===== src/rtl/bcd_cal_pkg.sv =====
package bcd_cal_pkg;

    typedef struct packed {
        logic [7:0] wday;
        logic [7:0] year;
        logic [7:0] month;
        logic [7:0] day;
        logic [7:0] hour;
        logic [7:0] minute;
        logic [7:0] second;
    } cal_time_t;

    typedef struct packed {
        logic [7:0] year;
        logic [7:0] month;
        logic [7:0] day;
        logic [7:0] hour;
        logic [7:0] minute;
        logic [7:0] second;
    } cal_alarm_t;

    localparam int ALARM_FIELDS = 6;

    // register offsets; software decodes these
    localparam logic [7:0] OFS_SEC   = 8'h00;
    localparam logic [7:0] OFS_MIN   = 8'h04;
    localparam logic [7:0] OFS_HOUR  = 8'h08;
    localparam logic [7:0] OFS_DAY   = 8'h0C;
    localparam logic [7:0] OFS_MON   = 8'h10;
    localparam logic [7:0] OFS_YEAR  = 8'h14;
    localparam logic [7:0] OFS_WDAY  = 8'h18;
    localparam logic [7:0] ALM_SEC   = 8'h20;
    localparam logic [7:0] ALM_MIN   = 8'h24;
    localparam logic [7:0] ALM_HOUR  = 8'h28;
    localparam logic [7:0] ALM_DAY   = 8'h2C;
    localparam logic [7:0] ALM_MON   = 8'h30;
    localparam logic [7:0] ALM_YEAR  = 8'h34;
    localparam logic [7:0] OFS_CTRL  = 8'h40;
    localparam logic [7:0] OFS_STAT  = 8'h44;
    localparam logic [7:0] OFS_IEN   = 8'h48;

    function automatic logic [7:0] bcd_to_bin(input logic [7:0] b);
        return ({4'd0, b[7:4]} * 8'd10) + {4'd0, b[3:0]};
    endfunction

    // {carry, next}: wraps to 'bottom' after 'top'
    function automatic logic [8:0] bcd_step(input logic [7:0] v,
                                            input logic [7:0] top,
                                            input logic [7:0] bottom);
        if (v == top)
            return {1'b1, bottom};
        else if (v[3:0] == 4'h9)
            return {1'b0, v[7:4] + 4'h1, 4'h0};
        else
            return {1'b0, v[7:4], v[3:0] + 4'h1};
    endfunction

    function automatic logic [7:0] last_day(input logic [7:0] mon,
                                            input logic [7:0] yr);
        logic [7:0] ybin;
        ybin = bcd_to_bin(yr);
        case (mon)
            8'h02:                      return (ybin[1:0] == 2'b00) ? 8'h29 : 8'h28;
            8'h04, 8'h06, 8'h09, 8'h11: return 8'h30;
            default:                    return 8'h31;
        endcase
    endfunction

endpackage


===== src/rtl/cal_prescaler.sv =====
module cal_prescaler #(
    parameter int PRESCALE = 32768
) (
    input  logic clk,
    input  logic rst_n,
    input  logic enable,
    input  logic tick,
    input  logic restart,
    output logic step,
    output logic busy
);
    localparam int CW = (PRESCALE > 2) ? $clog2(PRESCALE) : 1;
    localparam logic [CW-1:0] LAST = CW'(PRESCALE - 1);

    logic [CW-1:0] cnt_d, cnt_q;

    always_comb begin
        cnt_d = cnt_q;
        if (restart)
            cnt_d = '0;
        else if (enable && tick)
            cnt_d = (cnt_q == LAST) ? '0 : cnt_q + 1'b1;
    end

    always_ff @(posedge clk or negedge rst_n) begin
        if (!rst_n) cnt_q <= '0;
        else        cnt_q <= cnt_d;
    end

    assign busy = enable && (cnt_q == LAST);
    assign step = busy && tick && !restart;

endmodule


===== src/rtl/cal_bcd_advance.sv =====
module cal_bcd_advance
    import bcd_cal_pkg::*;
(
    input  cal_time_t  now,
    output cal_time_t  next,
    output logic [3:0] events   // [0] second [1] minute [2] hour [3] day
);
    logic c_sec, c_min, c_hour, c_day, c_mon, c_year;
    logic [7:0] dmax;

    always_comb begin
        next   = now;
        events = 4'b0001;
        c_min  = 1'b0;
        c_hour = 1'b0;
        c_day  = 1'b0;
        c_mon  = 1'b0;
        c_year = 1'b0;
        dmax   = last_day(now.month, now.year);

        {c_sec, next.second} = bcd_step(now.second, 8'h59, 8'h00);
        if (c_sec) begin
            events[1] = 1'b1;
            {c_min, next.minute} = bcd_step(now.minute, 8'h59, 8'h00);
        end
        if (c_min) begin
            events[2] = 1'b1;
            {c_hour, next.hour} = bcd_step(now.hour, 8'h23, 8'h00);
        end
        if (c_hour) begin
            events[3] = 1'b1;
            {c_day, next.day} = bcd_step(now.day, dmax, 8'h01);
            next.wday = (now.wday >= 8'h06) ? 8'h00 : now.wday + 8'h01;
        end
        if (c_day)
            {c_mon, next.month} = bcd_step(now.month, 8'h12, 8'h01);
        if (c_mon)
            {c_year, next.year} = bcd_step(now.year, 8'h99, 8'h00);
    end

endmodule


===== src/rtl/cal_alarm_cmp.sv =====
module cal_alarm_cmp #(
    parameter int FIELDS = 6
) (
    input  logic [8*FIELDS-1:0] lhs,
    input  logic [8*FIELDS-1:0] rhs,
    output logic                hit
);
    logic [FIELDS-1:0] eq;

    for (genvar i = 0; i < FIELDS; i++) begin : g_field
        assign eq[i] = (lhs[8*i +: 8] == rhs[8*i +: 8]);
    end

    assign hit = &eq;

endmodule


===== src/rtl/bcd_cal_clock.sv =====
module bcd_cal_clock
    import bcd_cal_pkg::*;
#(
    parameter int PRESCALE = 32768
) (
    input  logic       clk,
    input  logic       rst_n,
    input  logic       tick,
    input  logic       bus_en,
    input  logic       bus_we,
    input  logic [7:0] bus_addr,
    input  logic [7:0] bus_wdata,
    output logic [7:0] bus_rdata,
    output logic       irq
);
    typedef struct packed {
        cal_time_t  now;
        cal_alarm_t alm;
        logic       run;
        logic [4:0] ev;       // [0] sec [1] min [2] hour [3] day [4] alarm
        logic       ie_timer;
        logic       ie_alarm;
    } state_t;

    localparam cal_time_t  TIME_RST  = '{wday: 8'h00, year: 8'h00, month: 8'h01,
                                        day: 8'h01, hour: 8'h00, minute: 8'h00,
                                        second: 8'h00};
    localparam cal_alarm_t ALARM_RST = '{year: 8'h00, month: 8'h01, day: 8'h01,
                                        hour: 8'h00, minute: 8'h00, second: 8'h00};

    state_t     s_d, s_q;
    logic       wr, time_wr, step, busy, alarm_hit;
    cal_time_t  adv_next;
    logic [3:0] adv_ev;
    cal_alarm_t next_fields;

    assign wr      = bus_en && bus_we;
    assign time_wr = wr && (bus_addr inside {OFS_SEC, OFS_MIN, OFS_HOUR, OFS_DAY,
                                             OFS_MON, OFS_YEAR, OFS_WDAY});

    cal_prescaler #(.PRESCALE(PRESCALE)) u_presc (
        .clk     (clk),
        .rst_n   (rst_n),
        .enable  (s_q.run),
        .tick    (tick),
        .restart (time_wr),
        .step    (step),
        .busy    (busy)
    );

    cal_bcd_advance u_adv (
        .now    (s_q.now),
        .next   (adv_next),
        .events (adv_ev)
    );

    assign next_fields = '{year: adv_next.year, month: adv_next.month,
                           day: adv_next.day, hour: adv_next.hour,
                           minute: adv_next.minute, second: adv_next.second};

    cal_alarm_cmp #(.FIELDS(ALARM_FIELDS)) u_cmp (
        .lhs (next_fields),
        .rhs (s_q.alm),
        .hit (alarm_hit)
    );

    always_comb begin
        s_d = s_q;
        if (wr) begin
            case (bus_addr)
                OFS_SEC:  s_d.now.second = bus_wdata;
                OFS_MIN:  s_d.now.minute = bus_wdata;
                OFS_HOUR: s_d.now.hour   = bus_wdata;
                OFS_DAY:  s_d.now.day    = bus_wdata;
                OFS_MON:  s_d.now.month  = bus_wdata;
                OFS_YEAR: s_d.now.year   = bus_wdata;
                OFS_WDAY: s_d.now.wday   = bus_wdata;
                ALM_SEC:  s_d.alm.second = bus_wdata;
                ALM_MIN:  s_d.alm.minute = bus_wdata;
                ALM_HOUR: s_d.alm.hour   = bus_wdata;
                ALM_DAY:  s_d.alm.day    = bus_wdata;
                ALM_MON:  s_d.alm.month  = bus_wdata;
                ALM_YEAR: s_d.alm.year   = bus_wdata;
                OFS_CTRL: s_d.run        = bus_wdata[0];
                OFS_STAT: s_d.ev         = s_q.ev & ~bus_wdata[6:2];
                OFS_IEN: begin
                    s_d.ie_timer = bus_wdata[2];
                    s_d.ie_alarm = bus_wdata[3];
                end
                default: ;
            endcase
        end
        // a flag raised by an update wins over a clear in the same cycle
        if (step) begin
            s_d.now = adv_next;
            s_d.ev  = s_d.ev | {alarm_hit, adv_ev};
        end
    end

    always_ff @(posedge clk or negedge rst_n) begin
        if (!rst_n) begin
            s_q.now      <= TIME_RST;
            s_q.alm      <= ALARM_RST;
            s_q.run      <= 1'b0;
            s_q.ev       <= '0;
            s_q.ie_timer <= 1'b0;
            s_q.ie_alarm <= 1'b0;
        end else begin
            s_q <= s_d;
        end
    end

    always_comb begin
        case (bus_addr)
            OFS_SEC:  bus_rdata = s_q.now.second;
            OFS_MIN:  bus_rdata = s_q.now.minute;
            OFS_HOUR: bus_rdata = s_q.now.hour;
            OFS_DAY:  bus_rdata = s_q.now.day;
            OFS_MON:  bus_rdata = s_q.now.month;
            OFS_YEAR: bus_rdata = s_q.now.year;
            OFS_WDAY: bus_rdata = s_q.now.wday;
            ALM_SEC:  bus_rdata = s_q.alm.second;
            ALM_MIN:  bus_rdata = s_q.alm.minute;
            ALM_HOUR: bus_rdata = s_q.alm.hour;
            ALM_DAY:  bus_rdata = s_q.alm.day;
            ALM_MON:  bus_rdata = s_q.alm.month;
            ALM_YEAR: bus_rdata = s_q.alm.year;
            OFS_CTRL: bus_rdata = {7'd0, s_q.run};
            OFS_STAT: bus_rdata = {1'b0, s_q.ev, s_q.run, busy};
            OFS_IEN:  bus_rdata = {4'd0, s_q.ie_alarm, s_q.ie_timer, 2'd0};
            default:  bus_rdata = 8'h00;
        endcase
    end

    assign irq = (s_q.ev[4] && s_q.ie_alarm) || (s_q.ev[0] && s_q.ie_timer);

endmodule


===== config.mk =====
export PLATFORM = sky130hd
export DESIGN_NAME = bcd_cal_clock
export DESIGN_NICKNAME = d
export VERILOG_FILES = /design/src/rtl/bcd_cal_pkg.sv /design/src/rtl/cal_prescaler.sv /design/src/rtl/cal_bcd_advance.sv /design/src/rtl/cal_alarm_cmp.sv /design/src/rtl/bcd_cal_clock.sv
export SDC_FILE = /design/constraint.sdc
export NUM_CORES = 1
export LEC_CHECK = 0
export BUFFER_PORTS_ARGS = -buffer_cell sky130_fd_sc_hd__buf_2
export CAP_MARGIN = 10
export CORE_UTILIZATION = 64
export CTS_CLUSTER_DIAMETER = 50
export DETAILED_ROUTE_END_ITERATION = 6
export GPL_TIMING_DRIVEN = 0
export PLACE_DENSITY = 0.82
export SLEW_MARGIN = 40
export SYNTH_ARGS = -nofsm -noshare
export SYNTH_HDL_FRONTEND = slang
export SYNTH_SLANG_ARGS = --single-unit

===== constraint.sdc =====
create_clock -name clk -period 4.4 [get_ports clk]
set_input_delay 0.22 -clock clk [delete_from_list [all_inputs] [get_ports clk]]
set_output_delay 0.22 -clock clk [all_outputs]
set_load 0.1 [all_outputs]

==> key figures <==
Status
  – Status: finished with violations
  – Failing checks: design-rule violations

Route
  – Drt total wl: 35,210 microns
  – DRT iter0 DRCs: 1,802
  – Via Count: 9,861
  – Via-to-Cell Ratio: 7.482
  – Detail Route Antenna Nets: 0
  – Drt wl/cell: 26.71 microns
  – DRC: 7
  – DR pass1 iterations: 7

Cells and area
  – Commonest non-fill, non-tap cell in the layout: nand2_1
  – Design Area, Final: 10,390 sq um
  – Nets: 1,170
  – Post-layout util: 73.69%
  – Reg area: 3183 sq um
  – Footprint of the multi-input gates: 5881 sq um
  – Fillcell total: 1,075
  – Layout cells sized above 1: 13.72%
  – Area growth from synthesis to layout: 10.58%
  – Most frequent cells in the layout: nand2_1 (126), dfrtp_1 (123), nor2_1 (75)

STA
  – Final setup viols: 0
  – Final Max Tran Viols: 0
  – Slew @ Worst Pin: 1.014 ns
  – Rel. slew slack: 32.38%
  – Setup Skew: 0.01114 ns
  – Final hold vios: 0
  – Unrepaired setup endpoints after global routing: false
  – Part of the cycle the worst path needs: 93.75%
  – Setup ws final: 0.2748 ns
  – Final min period: 4.125 ns
  – Setup TNS: 0 ns
  – Fmax: 242.4 MHz

Worst setup path
  – RR Startpoint: s_q[60]
  – Worst EP arrival: 4.49 ns
  – Worst Setup End Kind: register
  – CP Depth: 11
  – Peak fanout along the critical path: 8
  – Path depth of the worst reg2reg path: 11
  – WP data required: 4.77 ns
  – Setup Crit Path Kind: reg -> reg
  – CP max stage delay: 0.59 ns
  – Ordered list of cells on the worst path: ha_1, and3b_1, clkbuf_1, nand4_2, a2111o_1, nor4_4, a21boi_2, or3_1, a2111oi_0, nand4_1, nand2_1
  – Crit path buffers/inverters: 1
  – CP startpoint kind: register
  – CP delay by family, top: simple AND/OR/NAND/NOR gates
  – R2R Path End: s_q[6]
  – Critical path's slowest cell: a2111o_1
  – Reg2reg setup slack: 0.27 ns

Logic synthesis
  – Netlist cell types: 87
  – Post-synthesis cell count: 1,076
  – EDFF count, synth: 0
  – Synth Warn #: 0
  – Mapped cell area: 9394 sq um
  – Asr flop ratio synth: 100.0%
  – Yosys reg bits: 127
  – Synth Flop Type: dfrtp_1
  – Register area share after synthesis: 33.88%
  – Total nets after synthesis: 1,122
  – Synthesized area per cell: 8.730 sq um

Clock tree
  – Worst-skew pair later-pin latency: 0.43 ns
  – Resize count post-CTS: 0
  – Count of hold buffers inserted by post-cts repair: 1
  – CTS buffer count: 17
  – TritonCTS clock tree: done
  – Clk sinks: 127
  – Bufs on Longest Clock Path: 2
  – Max H-tree Level: 4
  – Post-CTS setup repair buffer count: 0
  – Clock transition at path regs: 0.06 ns
  – Clk root buf: clkbuf_16

Placed design
  – Pre-CTS setup slack: 0.4402 ns
  – Area after DPL: 9807 sq um
  – Port Buffers: 27
  – Final HPWL DP: 25,460 microns
  – RD Place Congestion: 1.053

Floorplanning
  – Core area: 14,100 sq um
  – Initial Util: 66.64%
  – Row count: 43
  – Die area: 15,170 sq um
  – Io pins: 30
  – Die span in y: 123.2 microns
  – Die W: 123.2 microns

Flow run
  – Max-Cap Viols: 0

Power
  – P per Cell Area: 276.7 nW/um^2
  – Maximum vdd drop: 0.3380 mV
  – LEAKAGE: 4.387 nW

Hold path
  – Worst hold path type: in -> reg
  – Hold_sp: bus_wdata[7]
  – Hold EP: s_q[63]
  – Hold depth: 2

GRT
  – GRT Util Overall: 48.37%
  – Vias in the first global route: 8,768
  – Gr ovfl total: 0
  – Initial antenna violation count: 1
  – Largest net degree at the start of global routing: 66
  – First-pass GRT wire length: 52,700 microns
==> synthesized netlist by cell type, types with 5 or more instances <==
cell | count | area, sq um
nand3_1 | 42 | 210.2
mux2i_1 | 40 | 400.4
a22oi_1 | 15 | 112.6
ha_1 | 25 | 312.8
a31oi_1 | 8 | 50.05
a2111oi_0 | 6 | 52.55
nand4_1 | 22 | 137.6
nor2b_1 | 8 | 50.05
nor4b_1 | 6 | 52.55
a21oi_1 | 37 | 185.2
a21o_1 | 5 | 37.54
nor4_1 | 20 | 125.1
buf_2 | 13 | 65.06
mux2_2 | 50 | 563.0
o221ai_1 | 5 | 43.79
nand2_1 | 126 | 473.0
nor2_1 | 75 | 281.5
dfrtp_1 | 123 | 3078
a22o_1 | 8 | 70.07
nand2b_1 | 7 | 43.79
xnor2_1 | 25 | 219.0
xor2_1 | 13 | 113.9
or3_1 | 12 | 75.07
a221o_1 | 11 | 110.1
o22ai_1 | 10 | 62.56
nor3_1 | 31 | 155.2
nor3b_1 | 6 | 45.04
a222oi_1 | 5 | 50.05
o311ai_0 | 7 | 61.31
a221oi_1 | 15 | 131.4
o2111ai_1 | 7 | 61.31
clkbuf_1 | 46 | 172.7
o211ai_1 | 9 | 67.56
and2_1 | 6 | 37.54
a211oi_1 | 7 | 52.55
inv_1 | 29 | 108.9
and3b_1 | 9 | 78.83
and3_1 | 10 | 62.56
o21ai_0 | 72 | 360.4
a311oi_1 | 7 | 61.31
nand3b_1 | 13 | 97.59
==> per-layer routing <==
metal	up-vias	GRT usage (%)	wire, microns
li1	4202	-	-
met1	4588	65.56	13330
met2	877	66.93	14330
met3	194	14.76	5177
met4	0	30.12	2369
met5	-	0	0
==> registers in the layout, indices dropped and copies added, names as in the netlist <==
| signal | flops |
|---|---|
| s_q | 112 |
| u_presc.cnt_q | 15 |
==> how the worst max path moves through the flow <==
stage,startpoint,end,slack [ns]
2_1_floorplan,s_q[92],s_q[6],1.31
3_3_place_gp,s_q[56],s_q[6],0.42
3_5_place_dp,s_q[56],s_q[6],0.44
4_1_cts,s_q[56],s_q[6],0.39
5_1_grt,s_q[60],s_q[6],0.22
6_report,s_q[60],s_q[6],0.27
==> per-stage QoR <==
stage	power, mW	cells	hold WS [ns]
after detailed placement	1.536	1284	0.1956
after CTS	2.852	1317	0.1805
after global routing	2.940	1317	0.1663
after global placement	1.527	1283	0.4645
after floorplan	1.411	1076	-0.07559
final	2.874	1318	0.1922
==> final cells by class <==
type,instances,area share (%)
timing repair buffer,29,1.759
inverter,29,1.048
antenna,1,0.02409
buffer,62,2.457
clock buffer,20,4.204
clock inverter,12,1.084
tap,180,2.168
sequential,127,30.64
multi-input combinational,858,56.61
==> report_power, final <==
part           switching, mW  internal, mW
Clock                  0.561         0.780
Combinational          0.185        0.0973
Sequential            0.0519          1.20
Total                  0.797          2.08
==> logic make-up (layout without fill, tap and decap cells) <==
logic type	after synthesis	in the layout	synth area share [%]
AND/OR/NAND/NOR	423	423	23.83
buffers and inverters	91	152	3.823
adder cells (fa/ha/maj)	25	25	3.330
other	0	1	0
flip-flops	127	127	33.88
multiplexers	90	90	10.26
AO/OA/AOI/OAI	282	282	21.34
XOR/XNOR	38	38	3.543
Note: power is estimated with default switching activity, not from simulation.
